### src/rtl/phy_vreg_pkg.sv
package phy_vreg_pkg;
  localparam int unsigned REG_W    = 32;
  localparam int unsigned BYTE_W   = 8;
  localparam int unsigned ADDR_W   = 6;
  localparam int unsigned DRV_BIT  = 31;
  localparam int unsigned DONE_BIT = 27;
  localparam int unsigned BUSY_BIT = 26;
  localparam int unsigned REQ_BIT  = 25;
  localparam int unsigned DIR_BIT  = 22;
  localparam int unsigned ADDR_LSB = 16;
  localparam int unsigned EXT_LSB  = 8;

  typedef struct packed {
    logic              drv_off;
    logic              wr_dir;
    logic [ADDR_W-1:0] addr;
    logic [BYTE_W-1:0] ext;
    logic [BYTE_W-1:0] data;
  } vreg_fields_t;

  typedef enum logic [3:0] {
    SQ_IDLE, SQ_CMD, SQ_ABORT, SQ_EXTA, SQ_WDATA,
    SQ_STOP, SQ_RWAIT, SQ_RSAMP, SQ_RREL
  } seq_state_t;

  // Command byte: prefix 2'b10 for a write, 2'b11 for a read.
  function automatic logic [BYTE_W-1:0] cmd_byte(logic is_write, logic [ADDR_W-1:0] a);
    return {1'b1, ~is_write, a};
  endfunction

  function automatic logic [BYTE_W-1:0] ext_byte(logic [ADDR_W-1:0] e);
    return {{(BYTE_W-ADDR_W){1'b0}}, e};
  endfunction

  function automatic logic [REG_W-1:0] pack_status(vreg_fields_t f, logic busy, logic done);
    logic [REG_W-1:0] r;
    r = '0;
    r[DRV_BIT]                = f.drv_off;
    r[DONE_BIT]               = done;
    r[BUSY_BIT]               = busy;
    r[DIR_BIT]                = f.wr_dir;
    r[ADDR_LSB +: ADDR_W]     = f.addr;
    r[EXT_LSB +: BYTE_W]      = f.ext;
    r[BYTE_W-1:0]             = f.data;
    return r;
  endfunction
endpackage

### src/rtl/vreg_regs.sv
module vreg_regs
  import phy_vreg_pkg::*;
(
  input  logic              clk,
  input  logic              rst_n,
  input  logic              wr_en,
  input  logic [REG_W-1:0]  wdata,
  input  logic              cap_en,
  input  logic [BYTE_W-1:0] cap_data,
  input  logic              fin_evt,
  output vreg_fields_t      fields,
  output logic              busy,
  output logic              done,
  output logic              start_evt
);
  logic wr_ok;
  logic unused_wbits;

  assign wr_ok        = wr_en && !busy;
  assign start_evt    = wr_ok && wdata[REQ_BIT] && !wdata[DRV_BIT];
  assign unused_wbits = ^{wdata[30:26], wdata[24:23]};

  always_ff @(posedge clk or negedge rst_n) begin
    if (!rst_n) begin
      fields <= '0;
      busy   <= 1'b0;
      done   <= 1'b0;
    end else begin
      if (wr_ok) begin
        fields.drv_off <= wdata[DRV_BIT];
        fields.wr_dir  <= wdata[DIR_BIT];
        fields.addr    <= wdata[ADDR_LSB +: ADDR_W];
        fields.ext     <= wdata[EXT_LSB +: BYTE_W];
        fields.data    <= wdata[BYTE_W-1:0];
      end
      if (cap_en) fields.data <= cap_data;
      if (start_evt) begin
        busy <= 1'b1;
        done <= 1'b0;
      end
      if (fin_evt) begin
        busy <= 1'b0;
        done <= 1'b1;
      end
    end
  end
endmodule

### src/rtl/vreg_seq.sv
module vreg_seq
  import phy_vreg_pkg::*;
#(
  parameter logic [ADDR_W-1:0] EXT_MARK = 6'h2F
) (
  input  logic              clk,
  input  logic              rst_n,
  input  logic              start,
  input  logic              wr_dir,
  input  logic [ADDR_W-1:0] addr,
  input  logic [ADDR_W-1:0] ext_addr,
  input  logic [BYTE_W-1:0] wr_data,
  input  logic              dir_m,
  input  logic              nxt_m,
  output logic [BYTE_W-1:0] tx_byte,
  output logic              stp_int,
  output logic              cap_en,
  output logic              fin_evt
);
  seq_state_t st, st_n;
  logic is_ext;

  assign is_ext = (addr == EXT_MARK);

  always_comb begin
    st_n    = st;
    tx_byte = '0;
    stp_int = 1'b0;
    cap_en  = 1'b0;
    fin_evt = 1'b0;
    unique case (st)
      SQ_IDLE:  if (start) st_n = SQ_CMD;
      SQ_CMD: begin
        tx_byte = cmd_byte(wr_dir, addr);
        if (dir_m)      st_n = SQ_ABORT;
        else if (nxt_m) st_n = is_ext ? SQ_EXTA : (wr_dir ? SQ_WDATA : SQ_RWAIT);
      end
      SQ_ABORT: if (!dir_m) st_n = SQ_CMD;
      SQ_EXTA: begin
        tx_byte = ext_byte(ext_addr);
        if (nxt_m) st_n = wr_dir ? SQ_WDATA : SQ_RWAIT;
      end
      SQ_WDATA: begin
        tx_byte = wr_data;
        if (nxt_m) st_n = SQ_STOP;
      end
      SQ_STOP: begin
        stp_int = 1'b1;
        fin_evt = 1'b1;
        st_n    = SQ_IDLE;
      end
      SQ_RWAIT: if (dir_m) st_n = SQ_RSAMP;
      SQ_RSAMP: begin
        cap_en = 1'b1;
        st_n   = SQ_RREL;
      end
      SQ_RREL: if (!dir_m) begin
        fin_evt = 1'b1;
        st_n    = SQ_IDLE;
      end
      default: st_n = SQ_IDLE;
    endcase
  end

  always_ff @(posedge clk or negedge rst_n) begin
    if (!rst_n) st <= SQ_IDLE;
    else        st <= st_n;
  end
endmodule

### src/rtl/vreg_link.sv
module vreg_link
  import phy_vreg_pkg::*;
(
  input  logic              drv_off,
  input  logic [BYTE_W-1:0] tx_byte,
  input  logic              stp_int,
  input  logic [BYTE_W-1:0] pin_data_i,
  input  logic              pin_dir,
  input  logic              pin_nxt,
  output logic [BYTE_W-1:0] pin_data_o,
  output logic              pin_oe,
  output logic              pin_stp,
  output logic [BYTE_W-1:0] data_m,
  output logic              dir_m,
  output logic              nxt_m
);
  assign pin_data_o = drv_off ? '0 : tx_byte;
  assign pin_oe     = !drv_off && !pin_dir;
  assign pin_stp    = !drv_off && stp_int;
  assign data_m     = drv_off ? '0 : pin_data_i;
  assign dir_m      = !drv_off && pin_dir;
  assign nxt_m      = !drv_off && pin_nxt;
endmodule

### src/rtl/phy_vreg_ctrl.sv
module phy_vreg_ctrl
  import phy_vreg_pkg::*;
#(
  parameter logic [ADDR_W-1:0] EXT_MARK = 6'h2F,
  parameter int unsigned       VC_W     = 4
) (
  input  logic              clk,
  input  logic              rst_n,
  input  logic              reg_wr_en,
  input  logic [REG_W-1:0]  reg_wdata,
  output logic [REG_W-1:0]  reg_rdata,
  input  logic [BYTE_W-1:0] link_data_i,
  output logic [BYTE_W-1:0] link_data_o,
  output logic              link_data_oe,
  input  logic              link_dir,
  input  logic              link_nxt,
  output logic              link_stp,
  output logic [VC_W-1:0]   vend_ctrl
);
  vreg_fields_t      fields;
  logic              busy, done;
  logic              start_evt, fin_evt, cap_en;
  logic              dir_m, nxt_m, stp_int;
  logic [BYTE_W-1:0] data_m, tx_byte;

  vreg_regs u_regs (
    .clk(clk), .rst_n(rst_n), .wr_en(reg_wr_en), .wdata(reg_wdata),
    .cap_en(cap_en), .cap_data(data_m), .fin_evt(fin_evt),
    .fields(fields), .busy(busy), .done(done), .start_evt(start_evt)
  );

  vreg_seq #(.EXT_MARK(EXT_MARK)) u_seq (
    .clk(clk), .rst_n(rst_n), .start(start_evt), .wr_dir(fields.wr_dir),
    .addr(fields.addr), .ext_addr(fields.ext[ADDR_W-1:0]), .wr_data(fields.data),
    .dir_m(dir_m), .nxt_m(nxt_m), .tx_byte(tx_byte), .stp_int(stp_int),
    .cap_en(cap_en), .fin_evt(fin_evt)
  );

  vreg_link u_link (
    .drv_off(fields.drv_off), .tx_byte(tx_byte), .stp_int(stp_int),
    .pin_data_i(link_data_i), .pin_dir(link_dir), .pin_nxt(link_nxt),
    .pin_data_o(link_data_o), .pin_oe(link_data_oe), .pin_stp(link_stp),
    .data_m(data_m), .dir_m(dir_m), .nxt_m(nxt_m)
  );

  assign reg_rdata = pack_status(fields, busy, done);
  assign vend_ctrl = fields.ext[VC_W-1:0];
endmodule

### config.mk
export PLATFORM = sky130hd
export DESIGN_NAME = phy_vreg_ctrl
export DESIGN_NICKNAME = d
export VERILOG_FILES = /design/src/rtl/phy_vreg_pkg.sv /design/src/rtl/vreg_regs.sv /design/src/rtl/vreg_seq.sv /design/src/rtl/vreg_link.sv /design/src/rtl/phy_vreg_ctrl.sv
export SDC_FILE = /design/constraint.sdc
export NUM_CORES = 1
export LEC_CHECK = 0
export ABC_CLOCK_PERIOD_IN_PS = 4000
export BUFFER_PORTS_ARGS = -buffer_cell sky130_fd_sc_hd__buf_2
export CAP_MARGIN = 5
export CORE_ASPECT_RATIO = 1.1
export CORE_MARGIN = 5
export CORE_UTILIZATION = 30
export DETAILED_ROUTE_END_ITERATION = 10
export GPL_TIMING_DRIVEN = 0
export RECOVER_POWER = 25
export SETUP_SLACK_MARGIN = 0.2
export SLEW_MARGIN = 20
export SYNTH_ARGS = -nofsm -noshare
export SYNTH_HDL_FRONTEND = slang
export SYNTH_SLANG_ARGS = --single-unit
### constraint.sdc
create_clock -name clk -period 4 [get_ports clk]
set_input_delay 0.2 -clock clk [delete_from_list [all_inputs] [get_ports clk]]
set_output_delay 0.2 -clock clk [all_outputs]
set_load 0.005 [all_outputs]
After elaboration in Yosys (flattened, before gate mapping)
Cells that the tools add are included.
- eq/ne operators: 16
- multiplexer cells: 24
- bitwise operators: 1
- reduce and logical (&&, ||, !) cells: 15
- operators with widths (cell ; count):
    $mux 4 ; 9
    $mux 8 ; 4
    $pmux 4 s8 ; 1
    $pmux 8 s3 ; 1
    $eq 4x3->1 const B ; 4
    $ne 2x2->1 const B ; 5
    $eq 4x2->1 const B ; 2
    $logic_and 1x1->1 ; 7
    $mux 1 ; 7
    $reduce_and 7->1 ; 1
    $eq 6x6->1 const B ; 1
    $eq 4x1->1 const B ; 1
    $eq 4x4->1 const B ; 1
    $logic_not 1->1 ; 4
    $logic_not 4->1 ; 1
    $reduce_bool 2->1 ; 2
    $ne 3x2->1 const B ; 1
    $mux 2 ; 1
    $ne 2x1->1 const B ; 1
    $pmux 1 s2 ; 1
    $not 1->1 ; 1
- bits in registers: 30
- input port bits: 45
- output and inout bits: 46
- word-level logic and storage cells: 64

Logic depth before layout (Yosys ltp)
- word-level depth: 6
- mapped depth: 6
- depth with buffers taken out: 4

Hierarchy
A second synthesis with hierarchy kept.
- cell total of the unflattened synthesis: 189
- area, all modules: 2019.4 µm²
- modules (own cells, without submodules) (module ; instances ; cells each ; area each (µm²) ; seq. area each (µm²)):
    vreg_regs ; 1 ; 88 ; 1237.4 ; 650.6
    vreg_seq ; 1 ; 66 ; 493.0 ; 100.1
    vreg_link ; 1 ; 22 ; 195.2 ; 0.0
    phy_vreg_ctrl ; 1 ; 13 ; 93.8 ; 0.0

Least setup slack after synthesis
No wires, ideal clock.
- path type: reg2out
- start: reg u_seq.st[2]
- end: out link_data_o[0]
- arrival: 1.195 ns
- required time: 3.800 ns
- setup slack: 2.605 ns
- stages on the path, launching flop included: 7
- buffers on the path: 2
- path through: dfrtp_1 -> clkbuf_2 -> nor2b_1 -> clkbuf_1 -> a22oi_1 -> a2bb2oi_1 -> nor2_1
- cells in the longest elaborated chain, start to end: 3
- elaborated cells on any way between the ends: 5
- classes of those cells: 3 x eq/ne; 2 x mux
- ends and longest elaborated chain (element ; RTL line ; RTL):
    start, declared ; vreg_seq.sv:20 ; seq_state_t st, st_n;
    start signal, assigned ; vreg_seq.sv:67 ; else st <= st_n;
    $eq 4x3->1, or another cell as far along ; vreg_seq.sv:31 ; unique case (st)
    $pmux 8 s3 * ; vreg_seq.sv:31 ;
    $mux 8 * ; vreg_link.sv:17 ; assign pin_data_o = drv_off ? '0 : tx_byte;
    end, declared ; phy_vreg_ctrl.sv:13 ; output logic [BYTE_W-1:0] link_data_o,
Every way passes the cells marked *; elsewhere a longest branch is shown, timed or not.

Worst setup path in the final report
- start: reg u_seq.st[2]
- end: out link_data_o[4]
Same word-level chain as after synthesis.

==> flow_metrics.env <==
export IMPL_status="finished with violations"
export IMPL_violations="capacitance limit, slew limit"
export IMPL_ys_seq_elements=30
export IMPL_syn_area_per_cell_um2=9.99
export IMPL_ys_flop_type="dfrtp_1"
export IMPL_grt_total_usage_pct=13.4
export IMPL_row_count=29
export IMPL_core_area_mm2=0.00566
export IMPL_cp_start_kind="register"
export IMPL_grt_pass1_vias=1638
export IMPL_path_class="register to primary output"
export IMPL_endpoint="link_data_o[4]"
export IMPL_drcViolationCount=0
export IMPL_cap_viol_max_count=1
export IMPL_initial_core_util_pct=30.3
export IMPL_min_period_over_period_pct=51.4
export IMPL_crit_chain="clkbuf_2 > nor2b_1 > clkbuf_1 > a22oi_1 > a2bb2oi_1 > nor2_1 > buf_2"
export IMPL_hold_path_class="input pin to register"
export IMPL_post_synth_top_count_cell="dfrtp_1"
export IMPL_crit_slowest_cell="dfrtp_1"
export IMPL_insertion_delay_ns=0.29
export IMPL_tightest_slew_ns=1.64
export IMPL_grt_pass1_wl_um=7630
export IMPL_ios=91
export IMPL_syn_inst=172
export IMPL_cts_made_buffers=5
export IMPL_ys_async_sr_fraction_pct=100
export IMPL_wl_met3_um=362
export IMPL_num_vias=1551
export IMPL_path_depth=7
export IMPL_cts_setup_buffers=0
export IMPL_area_growth_pct=34.1
export IMPL_grt_max_degree=31
export IMPL_wl_met1_um=2130
export IMPL_synth_top_cell_area_share_pct=43.7
export IMPL_antenna_found_initial=0
export IMPL_fin_tns_setup_ns=0
export IMPL_critPathTopFamily="buffers and inverters"
export IMPL_clock_sinks=30
export IMPL_clkTransAtPathRegs_ns=0.07
export IMPL_skew_ns=0.00550
export IMPL_root_buffer="clkbuf_8"
export IMPL_tritoncts="built"
export IMPL_grt_overflow=0
export IMPL_synth_largest_area_cell="dfrtp_1"
export IMPL_dieWidth_um=82.2
export IMPL_totalWireLength_um=4780
export IMPL_p_leak_nw=1.09
export IMPL_yosys_warnings=0
export IMPL_synth_edff_count=0
export IMPL_syn_area_mm2=0.00172
export IMPL_slew_violations=31
export IMPL_reg2reg_to="u_regs.fields[7]"
export IMPL_rsz0062_at_grt="no"
export IMPL_setup_ws_ns=1.95
export IMPL_hpwlAfterDp_um=3720
export IMPL_synth_area_leaders="dfrtp_1 44%, mux2_2 9.8%, buf_4 6.6%, a21oi_1 6.1%, mux2i_1 4.7%"
export IMPL_r2r_start="u_seq.st[2]"
export IMPL_cp_required_ns=3.80
export IMPL_num_nets_final=307
export IMPL_clock_fmax_mhz=487
export IMPL_portBuffers=77
export IMPL_p_per_area_mw_per_mm2=706
export IMPL_min_period_ns=2.05
export IMPL_slowest_delay_ns=0.38
export IMPL_endpoint_kind="primary output"
export IMPL_antenna_cells=0
export IMPL_wl_met2_um=2220
export IMPL_dr_pass1_iters=4
export IMPL_cts_htree_levels=2
export IMPL_ys_types=39
export IMPL_highest_layer="met4"
export IMPL_worst_path_buf_inv=3
export IMPL_die_h_um=89.4
export IMPL_yosys_top_cells_count="30 x dfrtp_1, 21 x a21oi_1, 15 x buf_4, 15 x mux2_2, 15 x nor2_1"
export IMPL_clock_path_buffers=2
export IMPL_slew_limit_headroom_pct=-9.07
export IMPL_crit_fanout=10
export IMPL_dpl_worst_slack_ns=2.27
export IMPL_drt_iter0_drc=41
export IMPL_ys_seq_area_share_pct=43.7
export IMPL_startpoint="u_seq.st[2]"
export IMPL_gp_congestion=0.818
export IMPL_finalSetupViolCount=0
export IMPL_rr_worst_depth=6
export IMPL_worstPathArrival_ns=1.85
export IMPL_antenna_left=0
export IMPL_hold_viol_final=0
export IMPL_reg2reg_slack_ns=2.40
export IMPL_dieArea_mm2=0.00734
export IMPL_viasPerCell=4.56
export IMPL_ir_drop_uv=288
export IMPL_layout_drive_gt1_share_pct=41.8
export IMPL_routedWlPerCell_um=14.1
[sequential cells by signal (all words and copies together) (netlist names)]
signal,cells
u_regs.busy,1
u_regs.fields,24
u_seq.st,4
u_regs.done,1
[layer usage]
metal | vias to the layer above | global-route usage (%)
li1 | 778 | -
met1 | 713 | 16.7
met2 | 53 | 22.0
met3 | 7 | 3.83
met4 | 0 | 5.14
met5 | - | 0
[how the worst min path moves through the flow]
| stage | endpoint | start | slack, ns | cells after the start |
|---|---|---|---|---|
| 2_1_floorplan | u_regs.busy | rst_n | -0.1 | 0 |
| 3_3_place_gp | u_regs.fields[14] | rst_n | 0.28 | 1 |
| 3_5_place_dp | u_regs.fields[14] | rst_n | 0.28 | 1 |
| 4_1_cts | u_regs.fields[23] | reg_wdata[31] | 0.13 | 3 |
| 5_1_grt | u_regs.fields[19] | reg_wdata[19] | 0.14 | 2 |
| 6_report | u_regs.fields[23] | reg_wdata[31] | 0.14 | 3 |
[report_power, final]
group / internal, mW / leakage [nW] / switching (mW) / total (mW)
Clock: 0.138 / 0.0472 / 0.127 / 0.265
Sequential: 0.451 / 0.356 / 0.133 / 0.584
Combinational: 0.414 / 0.685 / 0.364 / 0.778
[worst min-delay path, delay by kind of cell]
| kind | cells | cell delay, ns |
|---|---|---|
| buffers and inverters | 1 | 0.09 |
| AOI/OAI and AO/OA | 1 | 0.06 |
| and+or+nand+nor | 1 | 0.04 |
[metrics by stage]
| step | power (mW) | std cells | area (µm²) | util [%] | hold slack, ns |
|---|---|---|---|---|---|
| final | 1.63 | 340 | 2300 | 40.7 | 0.137 |
| after global placement | 1.38 | 331 | 2220 | 39.2 | 0.283 |
| after floorplan | 1.07 | 177 | 1740 | - | -0.0956 |
| after global routing | 1.75 | 340 | 2300 | 40.7 | 0.136 |
| after CTS | 1.66 | 340 | 2320 | 41.0 | 0.133 |
| after detailed placement | 1.39 | 331 | 2220 | 39.2 | 0.285 |
[logic make-up after synthesis]
group / after synthesis / synth area share (%)
AO/OA/AOI/OAI: 48 / 17.6
buffers and inverters: 29 / 10.6
AND/OR/NAND/NOR: 41 / 13.3
other: 1 / 0.218
flip-flops: 30 / 43.7
multiplexers: 23 / 14.5
[cell usage in the layout, fill, tap and decap left out, drive strengths merged, types with 2 or more instances in the layout]
cell and instances:
a21oi 21, a22oi 6, a2bb2oi 6, a31oi 2
buf 84, clkbuf 26, clkinv 2, conb 6
dfrtp 30, mux2 15, mux2i 8, nand2 5
nand2b 3, nand3 2, nand3b 2, nor2 15
nor2b 5, o21ai 7, or4b 2
[layout make-up]
| cell class | count | area, µm² |
|---|---|---|
| inverter | 2 | 7.51 |
| fill | 612 | 3360 |
| tap | 77 | 96.3 |
| sequential | 30 | 751 |
| multi-input combinational | 118 | 803 |
| clock inverter | 2 | 12.5 |
| clock buffer | 6 | 82.6 |
| buffer | 27 | 175 |
| timing repair buffer | 78 | 375 |
[what timing repair did]
item	4_1_cts	5_1_grt
resized for setup	0	0
hold buffers	1	0
hold endpoints to repair	30	0
No activity file was read; power rests on OpenSTA's default activity.
